$ cat src/rtl/chirp_seq_pkg.sv
package chirp_seq_pkg;

  typedef enum logic [2:0] {
    PH_IDLE  = 3'd0,
    PH_LTX   = 3'd1,
    PH_LRX   = 3'd2,
    PH_GUARD = 3'd3,
    PH_STX   = 3'd4,
    PH_SRX   = 3'd5
  } phase_t;

  localparam logic [1:0] MODE_EXT  = 2'b00;
  localparam logic [1:0] MODE_AUTO = 2'b01;
  localparam logic [1:0] MODE_ONE  = 2'b10;

  // chirp, elevation, azimuth
  localparam int NUM_LEVELS = 3;

endpackage

$ cat src/rtl/chirp_phase_fsm.sv
module chirp_phase_fsm
  import chirp_seq_pkg::*;
#(
  parameter int DUR_W = 16
) (
  input  logic             clk,
  input  logic             rst,
  input  logic [1:0]       mode,
  input  logic             trig,
  input  logic [DUR_W-1:0] cfg_long_tx,
  input  logic [DUR_W-1:0] cfg_long_rx,
  input  logic [DUR_W-1:0] cfg_guard,
  input  logic [DUR_W-1:0] cfg_short_tx,
  input  logic [DUR_W-1:0] cfg_short_rx,
  output logic             start_stb,
  output logic             long_sel,
  output logic             busy,
  output logic             cycle_end
);

  phase_t           st, nx;
  logic [DUR_W-1:0] tmr, raw, ld;
  logic             abort, last;

  assign abort = (mode == MODE_EXT) || (mode == 2'b11);
  assign last  = (tmr == '0);

  always_comb begin
    nx = st;
    unique case (st)
      PH_IDLE:  if (mode == MODE_AUTO || (mode == MODE_ONE && trig)) nx = PH_LTX;
      PH_LTX:   if (last) nx = PH_LRX;
      PH_LRX:   if (last) nx = PH_GUARD;
      PH_GUARD: if (last) nx = PH_STX;
      PH_STX:   if (last) nx = PH_SRX;
      PH_SRX:   if (last) nx = (mode == MODE_AUTO) ? PH_LTX : PH_IDLE;
      default:  nx = PH_IDLE;
    endcase
    if (abort) nx = PH_IDLE;
  end

  // length of the phase being entered; zero counts as one cycle
  always_comb begin
    unique case (nx)
      PH_LTX:   raw = cfg_long_tx;
      PH_LRX:   raw = cfg_long_rx;
      PH_GUARD: raw = cfg_guard;
      PH_STX:   raw = cfg_short_tx;
      PH_SRX:   raw = cfg_short_rx;
      default:  raw = '0;
    endcase
    ld = (raw == '0) ? '0 : raw - 1'b1;
  end

  assign cycle_end = (st == PH_SRX) && last && !abort;

  always_ff @(posedge clk) begin
    if (rst) begin
      st        <= PH_IDLE;
      tmr       <= '0;
      start_stb <= 1'b0;
      long_sel  <= 1'b0;
      busy      <= 1'b0;
    end else begin
      st        <= nx;
      if (nx != st)      tmr <= ld;
      else if (!last)    tmr <= tmr - 1'b1;
      start_stb <= (nx == PH_LTX) && (st != PH_LTX);
      long_sel  <= (nx == PH_LTX) || (nx == PH_LRX);
      busy      <= (nx != PH_IDLE);
    end
  end

endmodule

$ cat src/rtl/wrap_counter.sv
module wrap_counter #(
  parameter int W = 6
) (
  input  logic         clk,
  input  logic         rst,
  input  logic         inc,
  input  logic [W-1:0] limit,
  output logic [W-1:0] cnt,
  output logic         wrap
);

  localparam int WX = W + 1;

  logic [WX-1:0] nxt;

  assign nxt  = {1'b0, cnt} + WX'(1);
  assign wrap = inc && (nxt >= {1'b0, limit});

  always_ff @(posedge clk) begin
    if (rst)       cnt <= '0;
    else if (inc)  cnt <= wrap ? '0 : nxt[W-1:0];
  end

endmodule

$ cat src/rtl/scan_counters.sv
module scan_counters
  import chirp_seq_pkg::*;
#(
  parameter int CNT_W      = 6,
  parameter int ELEV_STEPS = 32,
  parameter int AZ_STEPS   = 48
) (
  input  logic             clk,
  input  logic             rst,
  input  logic             adv,
  input  logic [CNT_W-1:0] cfg_chirps_per_elev,
  output logic [CNT_W-1:0] chirp_cnt,
  output logic [CNT_W-1:0] elev_cnt,
  output logic [CNT_W-1:0] azim_cnt,
  output logic             elev_stb,
  output logic             azim_stb,
  output logic             scan_done
);

  logic [CNT_W-1:0]      lim [NUM_LEVELS];
  logic [CNT_W-1:0]      cnt [NUM_LEVELS];
  logic [NUM_LEVELS-1:0] inc, wrp;

  assign lim[0] = cfg_chirps_per_elev;
  assign lim[1] = CNT_W'(ELEV_STEPS);
  assign lim[2] = CNT_W'(AZ_STEPS);

  genvar g;
  generate
    for (g = 0; g < NUM_LEVELS; g++) begin : g_lvl
      if (g == 0) begin : g_base
        assign inc[g] = adv;
      end else begin : g_chain
        assign inc[g] = wrp[g-1];
      end
      wrap_counter #(.W(CNT_W)) u_cnt (
        .clk   (clk),
        .rst   (rst),
        .inc   (inc[g]),
        .limit (lim[g]),
        .cnt   (cnt[g]),
        .wrap  (wrp[g])
      );
    end
  endgenerate

  assign chirp_cnt = cnt[0];
  assign elev_cnt  = cnt[1];
  assign azim_cnt  = cnt[2];

  always_ff @(posedge clk) begin
    if (rst) begin
      elev_stb  <= 1'b0;
      azim_stb  <= 1'b0;
      scan_done <= 1'b0;
    end else begin
      elev_stb  <= wrp[0];
      azim_stb  <= wrp[1];
      scan_done <= wrp[2];
    end
  end

endmodule

$ cat src/rtl/chirp_sequencer.sv
module chirp_sequencer
  import chirp_seq_pkg::*;
#(
  parameter int DUR_W      = 16,
  parameter int CNT_W      = 6,
  parameter int ELEV_STEPS = 32,
  parameter int AZ_STEPS   = 48
) (
  input  logic             clk,
  input  logic             rst,
  input  logic [1:0]       mode,
  input  logic             trig,
  input  logic             ext_chirp,
  input  logic             ext_elev,
  input  logic             ext_azim,
  input  logic [DUR_W-1:0] cfg_long_tx,
  input  logic [DUR_W-1:0] cfg_long_rx,
  input  logic [DUR_W-1:0] cfg_guard,
  input  logic [DUR_W-1:0] cfg_short_tx,
  input  logic [DUR_W-1:0] cfg_short_rx,
  input  logic [CNT_W-1:0] cfg_chirps_per_elev,
  output logic             long_sel,
  output logic             chirp_stb,
  output logic             elev_stb,
  output logic             azim_stb,
  output logic [CNT_W-1:0] chirp_cnt,
  output logic [CNT_W-1:0] elev_cnt,
  output logic [CNT_W-1:0] azim_cnt,
  output logic             scanning,
  output logic             scan_done
);

  logic fsm_start, fsm_end;
  logic ctr_elev, ctr_azim;
  logic ext_chirp_q, ext_elev_q, ext_azim_q;
  logic pass;

  assign pass = (mode == MODE_EXT);

  chirp_phase_fsm #(.DUR_W(DUR_W)) u_fsm (
    .clk          (clk),
    .rst          (rst),
    .mode         (mode),
    .trig         (trig),
    .cfg_long_tx  (cfg_long_tx),
    .cfg_long_rx  (cfg_long_rx),
    .cfg_guard    (cfg_guard),
    .cfg_short_tx (cfg_short_tx),
    .cfg_short_rx (cfg_short_rx),
    .start_stb    (fsm_start),
    .long_sel     (long_sel),
    .busy         (scanning),
    .cycle_end    (fsm_end)
  );

  scan_counters #(
    .CNT_W      (CNT_W),
    .ELEV_STEPS (ELEV_STEPS),
    .AZ_STEPS   (AZ_STEPS)
  ) u_ctr (
    .clk                 (clk),
    .rst                 (rst),
    .adv                 (fsm_end),
    .cfg_chirps_per_elev (cfg_chirps_per_elev),
    .chirp_cnt           (chirp_cnt),
    .elev_cnt            (elev_cnt),
    .azim_cnt            (azim_cnt),
    .elev_stb            (ctr_elev),
    .azim_stb            (ctr_azim),
    .scan_done           (scan_done)
  );

  // external strobes pass only in external mode; the generated ones
  // need a running mode, so the two sources never overlap
  always_ff @(posedge clk) begin
    if (rst) begin
      ext_chirp_q <= 1'b0;
      ext_elev_q  <= 1'b0;
      ext_azim_q  <= 1'b0;
    end else begin
      ext_chirp_q <= pass && ext_chirp;
      ext_elev_q  <= pass && ext_elev;
      ext_azim_q  <= pass && ext_azim;
    end
  end

  assign chirp_stb = ext_chirp_q | fsm_start;
  assign elev_stb  = ext_elev_q  | ctr_elev;
  assign azim_stb  = ext_azim_q  | ctr_azim;

endmodule

$ cat config.mk
export PLATFORM = sky130hd
export DESIGN_NAME = chirp_sequencer
export DESIGN_NICKNAME = d
export VERILOG_FILES = /design/src/rtl/chirp_seq_pkg.sv /design/src/rtl/chirp_phase_fsm.sv /design/src/rtl/wrap_counter.sv /design/src/rtl/scan_counters.sv /design/src/rtl/chirp_sequencer.sv
export SDC_FILE = /design/constraint.sdc
export NUM_CORES = 1
export LEC_CHECK = 0
export BUFFER_PORTS_ARGS = -buffer_cell sky130_fd_sc_hd__clkbuf_2
export CAP_MARGIN = 20
export CELL_PAD_IN_SITES_DETAIL_PLACEMENT = 0
export CELL_PAD_IN_SITES_GLOBAL_PLACEMENT = 1
export CORE_MARGIN = 2
export CORE_UTILIZATION = 37
export DETAILED_ROUTE_END_ITERATION = 10
export GPL_ROUTABILITY_DRIVEN = 0
export PLACE_DENSITY_LB_ADDON = 0.08
export SLEW_MARGIN = 10
export SYNTH_ARGS = -nofsm -noshare
export SYNTH_HDL_FRONTEND = slang
export SYNTH_SLANG_ARGS = --single-unit
$ cat constraint.sdc
create_clock -name clk -period 5 [get_ports clk]
set_input_delay 1.25 -clock clk [delete_from_list [all_inputs] [get_ports clk]]
set_output_delay 1.25 -clock clk [all_outputs]
set_load 0.01 [all_outputs]
==> results.md, run 1 <==
* First-pass GRT wire length at 16,040 microns
* Post-synthesis async set-or-reset flop share at 0%
* # Max-Cap Violations at 0
* Pin count of the biggest net entering global routing at 33
* Top Ports at 118
* Pwr Density at between 300 and 400 nW/um^2
* DP Worst Slack at approximately 230 ps
* Site Rows at 35
* Die W at 102.3 microns
* DR WL/cell at 15.02 microns
* Vias per cell at 5.247
* Ys flop type: dfxtp_1
* Outcome: finished clean
* CTS tree: built
* Flop2flop setup slack at roughly 1000 ps
* RR Endpoint: u_fsm.tmr[5]
* Detailed placement HPWL at approximately 8000 microns
* Initial Util at approximately two fifths
* Clock Latency Late Sink at 300 ps
* DRT Wirelength at 10,050 microns
* Final #Nets at 650
* Synthesized area per cell at 8.497 sq um
* Worst Path Max Fanout at 19
* TNS Setup at 0 ps
* Min cycle time layout at 4451 ps
* Cts bufs inserted at 5
* Diodes inserted at 0
* Share of layout cells above drive strength 1 at 33.33%
* Fin. max-slew vios at 0
* Clock sinks at 46
* Grt peak-use layer: met2
* Gr ovfl total at 0
* RSZ-0062 raised after global routing: no
* Yosys cell types at 62
* Worst R2R Path Depth at 13
* Vias in the first global route at between 3,000 and 4,000
* Relative slew slack at a little under half
* CP arrival at 4610 ps
* # setup viols final at 0
* CTS Hold Bufs at 0
* Hold crit path type: reg2reg
* GRT Util Overall at 19.36%
* Clk_skew at 7.803 ps
* M2 GR Usage at 34.92%
* Postcts setup bufs at 0
* CTS Root Cell: clkbuf_8
* Final worst setup slack at roughly 550 ps
* Leak Pwr at 1.973 nW
* DRT antenna net count at 0
* YS warnings at 0
* DRT Pass-1 Iters at 4
* Fin. Hold Viols at 0
* Req. time, crit path at 5160 ps
* GR Util met1 at ~23%
* Min-delay src: u_ctr.g_lvl[0].u_cnt.cnt[5]
* Cells after Synth at 421
* Max Freq at 224.7 MHz
* Final core utilization at 47.43%
* Yosys reg bits at 46
* Post-cts sizing count at 0
* Slew @ Worst Pin at 799.6 ps
* Net count after synthesis at ~530
* WHS Path Cells at 2
* H-tree Lvls at 2
* Critical Path Source Type: input pin
* Initial antenna violation count at 0
* DRC at 0
* Crit. End Element: flop
* CP Class: in2reg
* Count of flip-flops with a built-in enable after synthesis at 0
* Sequential area share after synthesis at 25.74%
* Synthesized area at roughly 3600 sq um
* Port Buffers at 117
* Die height at 102.3 microns
* DIE AREA at 10,470 sq um
* Hold EP: u_ctr.g_lvl[0].u_cnt.cnt[5]
* Drt initial violations at approximately 90
* Clock-pin slew on the worst setup and hold paths at 90 ps
* GRT met3 Usage at 3.557%
* Launch point of the worst reg-to-reg path: u_fsm.tmr[0]
* Syn-to-layout area delta at 23.68%
* Clock buffer depth at 2
* Total number of vias at 3,510
* Peak VDD IR at approximately 0.12 mV
* CORE AREA at 9328 sq um
* Crit share post-route at 89.02%
==> state kept, by name (all words and copies together), names as in the netlist <==
register	flops
ext_azim_q	1
ext_chirp_q	1
ext_elev_q	1
u_ctr.azim_stb	1
u_ctr.elev_stb	1
u_ctr.g_lvl.u_cnt.cnt	18
u_ctr.scan_done	1
u_fsm.busy	1
u_fsm.long_sel	1
u_fsm.st	3
u_fsm.start_stb	1
u_fsm.tmr	16
==> worst max path at each step <==
stage	slack (ps)	endpoint	startpoint
2_1_floorplan	480	u_fsm.tmr[10]	mode[1]
6_report	550	u_fsm.tmr[5]	mode[1]
5_1_grt	320	u_fsm.tmr[3]	mode[1]
4_1_cts	560	u_fsm.tmr[7]	mode[1]
3_3_place_gp	360	u_fsm.tmr[2]	mode[1]
3_5_place_dp	230	u_fsm.tmr[7]	mode[1]
==> synthesized netlist by cell type (all sizes together), types with 13 or more instances <==
master | instances | share of area (%)
dfxtp | 46 | 26
o21ai | 15 | 2.1
ha | 17 | 5.9
xor2 | 20 | 4.9
xnor2 | 23 | 5.6
o22ai | 13 | 3.1
nor2 | 32 | 3.4
inv | 13 | 1.4
nand2 | 37 | 3.9
mux2 | 13 | 4.2
nor3 | 23 | 3.5
a21oi | 13 | 1.8
nand3 | 23 | 3.6
==> layout by cell type, fill, tap and decap left out, drive strengths merged, types with 15 or more instances in the layout <==
master  Yosys  final
clkbuf      9    124
dfxtp      46     46
nand2      37     37
nor2       32     32
xnor2      23     23
nand3      23     23
nor3       23     23
xor2       20     20
ha         17     17
o21ai      15     15
==> critical path: stages <==
cell and delay, ps:
clkbuf_2 90, inv_1 50, ha_1 220, or4_1 520, a21oi_1 150, nand2b_1 150, a211o_1 150, buf_12 170
mux2_2 360, a221oi_2 410, nand3_4 210, nor3_2 280, a311o_2 430, o22ai_1 140
==> final cells by class <==
cell class	count	area [sq um]
tap	129	161.4
sequential	46	920.9
multi-input combinational	343	2491
timing repair buffer	130	695.7
clock buffer	7	76.32
inverter	13	48.80
fill	955	4903
clock inverter	1	30.03
==> kinds of logic (layout without fill, tap and decap cells) <==
| logic type | count (synthesis) | count (layout) | share of synthesized area (%) |
|---|---|---|---|
| fa+ha+maj | 17 | 17 | 5.946 |
| flops | 46 | 46 | 25.74 |
| xor+xnor | 43 | 43 | 10.53 |
| compound gates | 91 | 91 | 20.85 |
| buf+inv | 32 | 151 | 4.757 |
| mux | 18 | 18 | 5.596 |
| simple gates | 174 | 174 | 26.58 |
==> routing by layer <==
| layer | part of all wire [%] | vias to the layer above |
|---|---|---|
| li1 | - | 1789 |
| met1 | 44 | 1592 |
| met2 | 49 | 123 |
| met3 | 5.6 | 6 |
| met4 | 1.1 | 0 |
| met5 | 0 | - |
==> stage by stage <==
stage	area (sq um)	hold slack, ps	power, mW	cells
final	4424	510.0	1.444	669
after global routing	4424	529.8	1.553	669
after CTS	4424	509.7	1.460	669
after detailed placement	4318	497.1	1.174	661
after global placement	4318	488.5	1.173	661
after floorplan	3577	511.1	1.021	421
==> report_power, final <==
| part | leakage [nW] | total, mW | internal [mW] | switching, mW |
|---|---|---|---|---|
| Sequential | 0.374 | 0.505 | 0.428 | 0.0769 |
| Combinational | 1.55 | 0.664 | 0.319 | 0.345 |
| Clock | 0.0524 | 0.275 | 0.150 | 0.125 |
(Power assumes the default switching activity.)
==> inputs of run 2 (changes only) <==
--- a/config.mk
+++ b/config.mk
@@ -5,12 +5,14 @@
 export SDC_FILE = /design/constraint.sdc
 export NUM_CORES = 1
 export LEC_CHECK = 0
+export ABC_AREA = 1
 export BUFFER_PORTS_ARGS = -buffer_cell sky130_fd_sc_hd__clkbuf_2
 export CAP_MARGIN = 20
 export CELL_PAD_IN_SITES_DETAIL_PLACEMENT = 0
 export CELL_PAD_IN_SITES_GLOBAL_PLACEMENT = 1
 export CORE_MARGIN = 2
-export CORE_UTILIZATION = 37
+export CORE_UTILIZATION = 36
+export CTS_CLUSTER_DIAMETER = 80
 export DETAILED_ROUTE_END_ITERATION = 10
 export GPL_ROUTABILITY_DRIVEN = 0
 export PLACE_DENSITY_LB_ADDON = 0.08
==> run 2 against run 1 <==
Cell count grew 31%. Combinational power grew 26%. Design area grew 6.3%. Clock skew down 0.64 ps. Via count is 19% higher. Area after synthesis up 11%. Power rose by 8.6%. Flip-flop and latch count unchanged. Core utilization decreased by 3.9 points. Largest power group unchanged. Clock power decreased by 12%. Sequential share of layout area down 1.2 points.
==> results.md, run 2 <==
* Net count after synthesis at 740
* Post-cts sizing count at 0
* Final core utilization at ~44%
* Relative slew slack at ~60%
* CP Class: in2reg
* Top Ports at 118
* Req. time, crit path at 5200 ps
* YS warnings at 0
* H-tree Lvls at 2
* Crit. End Element: flop
* DRC at 0
* Slowest CP cell: ha_1
* Detailed placement HPWL at between 9000 and 10,000 microns
* RSZ-0062 raised after global routing: no
* Vias per cell at 4.769
* TNS Setup at 0 ps
* Fin. Hold Viols at 0
* Initial antenna violation count at 0
* Yosys reg bits at 46
* Hold crit path type: reg2reg
* Final worst setup slack at approximately 1200 ps
* WL met2 at ~5700 microns
* # Max-Cap Violations at 0
* Synthesized area at ~4000 sq um
* M1 WL at 4934 microns
* DP Worst Slack at approximately 870 ps
* Site Rows at 38
* Initial Util at 36.66%
* Top Layer Used: met4
* DIE AREA at 11,840 sq um
* Pwr Density at 333.4 nW/um^2
* DRT Wirelength at 11,350 microns
* Min Hold Slack at about 470 ps
* Yosys cell types at 42
* Post-synth top area share at 23.28%
* Pin count of the biggest net entering global routing at 27
* Most frequent cells in the layout: 164 x nand2_1, 117 x clkbuf_2, 83 x nor2_1, 67 x nand3_1, 61 x inv_1
* GRT Util Overall at ~20%
* Min cycle time layout at 3792 ps
* Worst-path cell chain: clkbuf_2 -> inv_1 -> ha_1 -> inv_1 -> nor4_2 -> nand2_1 -> nor2_1 -> inv_1 -> nand2_1 -> inv_1 -> a32o_1
* Final #Nets at around 850
* Crit share post-route at 75.85%
* Top reg by flops: u_ctr.g_lvl.u_cnt.cnt
* Diodes inserted at 0
* Worst Path Max Fanout at 16
* Share of layout cells above drive strength 1 at 25.71%
* Clock buffer depth at 2
* CORE AREA at 10,790 sq um
* Max reg flops at 18
* Post-synthesis async set-or-reset flop share at 0%
* Leak Pwr at 2.506 nW
* Clock Latency Late Sink at 300 ps
* Clk_skew at approximately 7.2 ps
* Critical Path Source Type: input pin
* Cts bufs inserted at 5
* Clock sinks at 46
* Gr ovfl total at 0
* Most frequent cells after synthesis: 164 x nand2_1, 83 x nor2_1, 67 x nand3_1, 61 x inv_1, 46 x dfxtp_1
* Most frequent cell after synthesis: nand2_1
* Count of flip-flops with a built-in enable after synthesis at 0
* Drt initial violations at 216
* DRT antenna net count at 0
* DR WL/cell at 12.91 microns
* First-pass GRT wire length at between 15,000 and 20,000 microns
* Top Registers: u_ctr.g_lvl.u_cnt.cnt: 18 flops, u_fsm.tmr: 16 flops, u_fsm.st: 3 flops
* Postcts setup bufs at 0
* # setup viols final at 0
* CP arrival at 3990 ps
* Top cells by area, synth: dfxtp_1 23%, nand2_1 16%, nand3_1 8.5%
* DRT Pass-1 Iters at 4
* Most area-hungry cell type in the Yosys netlist: dfxtp_1
* Max Freq at 263.7 MHz
* Most common cell after layout, fill and taps aside: nand2_1
* CP max stage delay at 670 ps
* Sequential area share after synthesis at 23.28%
* Slew @ Worst Pin at 601.8 ps
* Pwr Total at 1.568 mW
* Synthesized area per cell at 6.290 sq um
* Ys flop type: dfxtp_1
* CTS tree: built
* CTS Hold Bufs at 0
* Die height at between 100 and 150 microns
* Syn-to-layout area delta at 18.85%
* Clock-pin slew on the worst setup and hold paths at 90 ps
* Total number of vias at approximately 4,200
* Vias in the first global route at 4,011
* Peak VDD IR at 0.1438 mV
* Fin. max-slew vios at 0
* Cells after Synth at approximately 630
* Met3 WL post-DR at 513 microns
* Port Buffers at 117
* Die W at 108.8 microns
* Fillers at 1,181
* CTS Root Cell: clkbuf_8
* Most frequent CP cell: inv_1
* Outcome: finished clean
-- run 2: changes by cell type in the layout (fill, tap and decap cells not counted), moves of 12 or more --
cell / delta
nand3_1: +45
buf_4: -12
nor3_1: -14
nand2_1: +127
a21oi_1: +13
nor2_2: +12
xnor2_1: -16
nand2_2: +16
nor2_1: +52
inv_1: +48
-- run 2: metal layers --
layer / global-route usage, % / vias up
met2: 37.41 / 115
met1: 24.10 / 1831
li1: - / 2234
met4: 5.403 / 0
met3: 2.929 / 12
met5: 0 / -
-- run 2: power breakdown --
part / leakage (nW) / internal (mW) / switching (mW)
clock: 0.0472 / 0.111 / 0.130
sequential: 0.374 / 0.431 / 0.0574
combinational: 2.08 / 0.305 / 0.534
total: 2.51 / 0.847 / 0.721
-- run 2: worst paths after layout --
| check | from | end | slack, ps | depth (start not counted) |
|---|---|---|---|---|
| worst max-delay path | mode[0] | u_ctr.g_lvl[2].u_cnt.cnt[1] | 1210 | 11 |
| worst max register to register | u_fsm.tmr[0] | u_fsm.tmr[10] | 1650 | 24 |
| worst min register to register | u_ctr.g_lvl[1].u_cnt.cnt[5] | u_ctr.g_lvl[1].u_cnt.cnt[5] | 470 | 2 |
| worst min-delay path | u_ctr.g_lvl[1].u_cnt.cnt[5] | u_ctr.g_lvl[1].u_cnt.cnt[5] | 470 | 2 |
-- run 2: worst max-delay path: cells and delay by family --
family / cells / cell delay, ps
buffers and inverters: 5 / 600
and+or+nand+nor: 4 / 1270
adders and majority gates: 1 / 670
AOI/OAI and AO/OA: 1 / 210
-- run 2: layout make-up --
class                      count  area, sq um  share of cell area (%)
sequential                    46        920.9                   19.58
tap                          140        175.2                   3.725
inverter                      73        276.5                   5.881
clock buffer                   6        82.58                   1.756
clock inverter                 2        12.51                  0.2661
timing repair buffer         117        585.6                   12.45
multi-input combinational    495         2649                   56.33
-- run 2: kinds of logic after synthesis --
group | Yosys count | synth area share [%]
AND/OR/NAND/NOR | 399 | 48.77
buffers and inverters | 88 | 9.772
AO/OA/AOI/OAI | 58 | 8.159
flip-flops | 46 | 23.28
XOR/XNOR | 21 | 4.649
adder cells (fa/ha/maj) | 17 | 5.376
-- run 2: stage by stage --
stage               instance area, sq um  instances
floorplan                           3956        629
global placement                    4607        871
detailed placement                  4607        871
CTS                                 4702        879
global route                        4702        879
finish                              4702        879
==> inputs of run 3 (changes only) <==
--- a/config.mk
+++ b/config.mk
@@ -5,13 +5,13 @@
 export SDC_FILE = /design/constraint.sdc
 export NUM_CORES = 1
 export LEC_CHECK = 0
-export ABC_AREA = 1
+export ABC_AREA = 0
 export BUFFER_PORTS_ARGS = -buffer_cell sky130_fd_sc_hd__clkbuf_2
 export CAP_MARGIN = 20
 export CELL_PAD_IN_SITES_DETAIL_PLACEMENT = 0
 export CELL_PAD_IN_SITES_GLOBAL_PLACEMENT = 1
 export CORE_MARGIN = 2
-export CORE_UTILIZATION = 36
+export CORE_UTILIZATION = 37
 export CTS_CLUSTER_DIAMETER = 80
 export DETAILED_ROUTE_END_ITERATION = 10
 export GPL_ROUTABILITY_DRIVEN = 0
==> constraint.sdc (replaced) <==
create_clock -name clk -period 3.7 [get_ports clk]
set_input_delay 0.925 -clock clk [delete_from_list [all_inputs] [get_ports clk]]
set_output_delay 0.925 -clock clk [all_outputs]
set_load 0.01 [all_outputs]
==> run 3 against run 2 <==
The run now ends with setup timing left. Clock skew barely moved. Power rose by 38%. Count of clock-buffer cells in the layout did not move. Wire length shrank 8.2%.
==> results.md, run 3 (synthesis results as in run 1) <==
* Clock sinks at 46
* Launch point of the worst reg-to-reg path: u_fsm.tmr[1]
* Worst R2R Path Depth at 16
* DRT Wirelength at 10,420 microns
* Max reg flops at 18
* Clock-pin slew on the worst setup and hold paths at approximately 90 ps
* Final #Nets at 700
* DIE AREA at 10,470 sq um
* DRT Pass-1 Iters at 4
* Peak VDD IR at 0.1631 mV
* Total number of vias at 3,722
* Req. time, crit path at 3870 ps
* Worst Setup SP: mode[1]
* Flop2flop setup slack at ~110 ps
* Most common cell after layout, fill and taps aside: clkbuf_2
* CP max stage delay at 410 ps
* CTS Hold Bufs at 0
* Die W at ~100 microns
* WL met2 at around 5300 microns
* Most frequent cells in the layout: 116 x clkbuf_2, 53 x buf_4, 46 x dfxtp_1, 37 x nand2_1, 28 x nor2_1
* CTS Root Cell: clkbuf_8
* CP delay by family, top: simple AND/OR/NAND/NOR gates
* Clk_skew at ~7 ps
* Critical Path Source Type: input pin
* Share of layout cells above drive strength 1 at 42.78%
* RSZ-0062 raised after global routing: yes
* Worst Path Max Fanout at 8
* Top Ports at 118
* Detailed placement HPWL at just over 8000 microns
* DRT antenna net count at 0
* Top reg by flops: u_ctr.g_lvl.u_cnt.cnt
* Top Layer Used: met4
* # setup viols final at 1
* Met3 WL post-DR at 460 microns
* CP arrival at 3880 ps
* Slowest CP cell: or4_4
* Cts bufs inserted at 5
* Diodes inserted at 0
* Fin. Hold Viols at 0
* Min cycle time layout at 3704 ps
* First-pass GRT wire length at between 15,000 and 20,000 microns
* CORE AREA at 9328 sq um
* TNS Setup at -3.925 ps
* Worst-path cell chain: buf_12 -> inv_12 -> ha_4 -> or4_4 -> a21oi_2 -> nand2b_4 -> a211o_1 -> buf_12 -> buf_8 -> mux2_4 -> a221oi_4 -> ha_2 -> nand3_4 -> nor4_4 -> xor2_1 -> o22ai_2
* Pwr Density at 417.6 nW/um^2
* RR Endpoint: u_fsm.tmr[14]
* Outcome: finished with violations
* DR WL/cell at around 15 microns
* Hold crit path type: reg2reg
* CP Capture Point: u_fsm.tmr[10]
* Crit share post-route at 100.1%
* GRT Util Overall at 19.80%
* Max Freq at ~270 MHz
* Port Buffers at 117
* Critical Path Stages at 16
* Violated checks: setup timing
* Initial Util at 38.35%
* # Max-Cap Violations at 0
* Drt initial violations at 192
* Slew @ Worst Pin at slightly below 800 ps
* DRC at 0
* Placed cell area at 4803 sq um
* Site Rows at 35
* Vias per cell at approximately 5.2
* Final core utilization at about 55%
* Pin count of the biggest net entering global routing at 33
* Most frequent CP cell: buf_12
* Vias in the first global route at about 3,500
* Gr ovfl total at 0
* Initial antenna violation count at 0
* Clock Latency Late Sink at about 300 ps
* Crit. End Element: flop
* Die height at 102.3 microns
* Clock buffer depth at 2
* Fin. max-slew vios at 0
* Leak Pwr at 2.311 nW
* Final worst setup slack at -3.925 ps
* Worst Path Buf+Inv at 4
* Final Cell Area at 5162 sq um
* M1 WL at about 4500 microns
* Relative slew slack at between 40% and 50%
* Syn-to-layout area delta at 44.32%
* H-tree Lvls at 2
* CTS tree: built
* CP Class: in2reg
* Top Registers: u_ctr.g_lvl.u_cnt.cnt: 18 flops, u_fsm.tmr: 16 flops, u_fsm.st: 3 flops
[run 3: cell types whose count changed in the layout (fill, tap and decap cells not counted), moves of 12 or more]
cell and change:
nor3_1 +12, nor2_1 -55, inv_1 -49, nand2_1 -127, xnor2_1 +16, nand2_2 -16, nand3_1 -46, buf_4 +53
a21oi_1 -14
[run 3: repair_timing]
item,4_1_cts,5_1_grt
buffers inserted,1,14
endpoints found under the setup margin,16,16
resized for setup,6,21
pin swaps,6,18
[run 3: final cells by class]
cell class | count | area (sq um)
well taps | 129 | 161.4
fillers | 906 | 4165
repair buffers | 180 | 1167
clock buffers | 6 | 82.58
multi-input cells | 343 | 2739
flip-flops and latches | 46 | 920.9
inverters | 13 | 61.31
clock inverters | 1 | 30.03
[run 3: through the flow]
stage | hold WS [ps] | setup slack [ps] | cells | power, mW
CTS | 507.1 | 0.6257 | 703 | 2.114
detailed placement | 496.4 | -394.5 | 695 | 1.703
global route | 537.6 | -160.6 | 718 | 2.307
floorplan | 511.1 | -106.8 | 421 | 1.411
finish | 506.7 | -3.925 | 718 | 2.156
global placement | 494.0 | -339.0 | 695 | 1.700
[run 3: layer usage]
metal / up-vias / GRT usage (%)
met5: - / 0
met4: 0 / 4.103
met1: 1718 / 25.08
met2: 103 / 35.78
met3: 8 / 2.736
li1: 1893 / -
[run 3: worst min-delay path by stage]
stage	startpoint	end	depth (start not counted)
after floorplan	u_ctr.g_lvl[0].u_cnt.cnt[5]	u_ctr.g_lvl[0].u_cnt.cnt[5]	2
final	u_ctr.g_lvl[2].u_cnt.cnt[1]	u_ctr.g_lvl[2].u_cnt.cnt[1]	2
after detailed placement	u_ctr.g_lvl[0].u_cnt.cnt[5]	u_ctr.g_lvl[0].u_cnt.cnt[5]	2
after CTS	u_ctr.g_lvl[0].u_cnt.cnt[5]	u_ctr.g_lvl[0].u_cnt.cnt[5]	2
after global placement	u_ctr.g_lvl[0].u_cnt.cnt[5]	u_ctr.g_lvl[0].u_cnt.cnt[5]	2
after global routing	u_ctr.g_lvl[0].u_cnt.cnt[5]	u_ctr.g_lvl[0].u_cnt.cnt[5]	2
[run 3: power by group]
part / switching, mW / internal (mW) / total (mW)
sequential: 0.0989 / 0.578 / 0.677
combinational: 0.530 / 0.562 / 1.09
clock: 0.170 / 0.216 / 0.386
[run 3: worst min-delay path: cells and delay by family (launching register included)]
family | cells | cell delay [ps]
AO/OA/AOI/OAI | 1 | 50
AND/OR/NAND/NOR | 1 | 70
flip-flops | 1 | 350
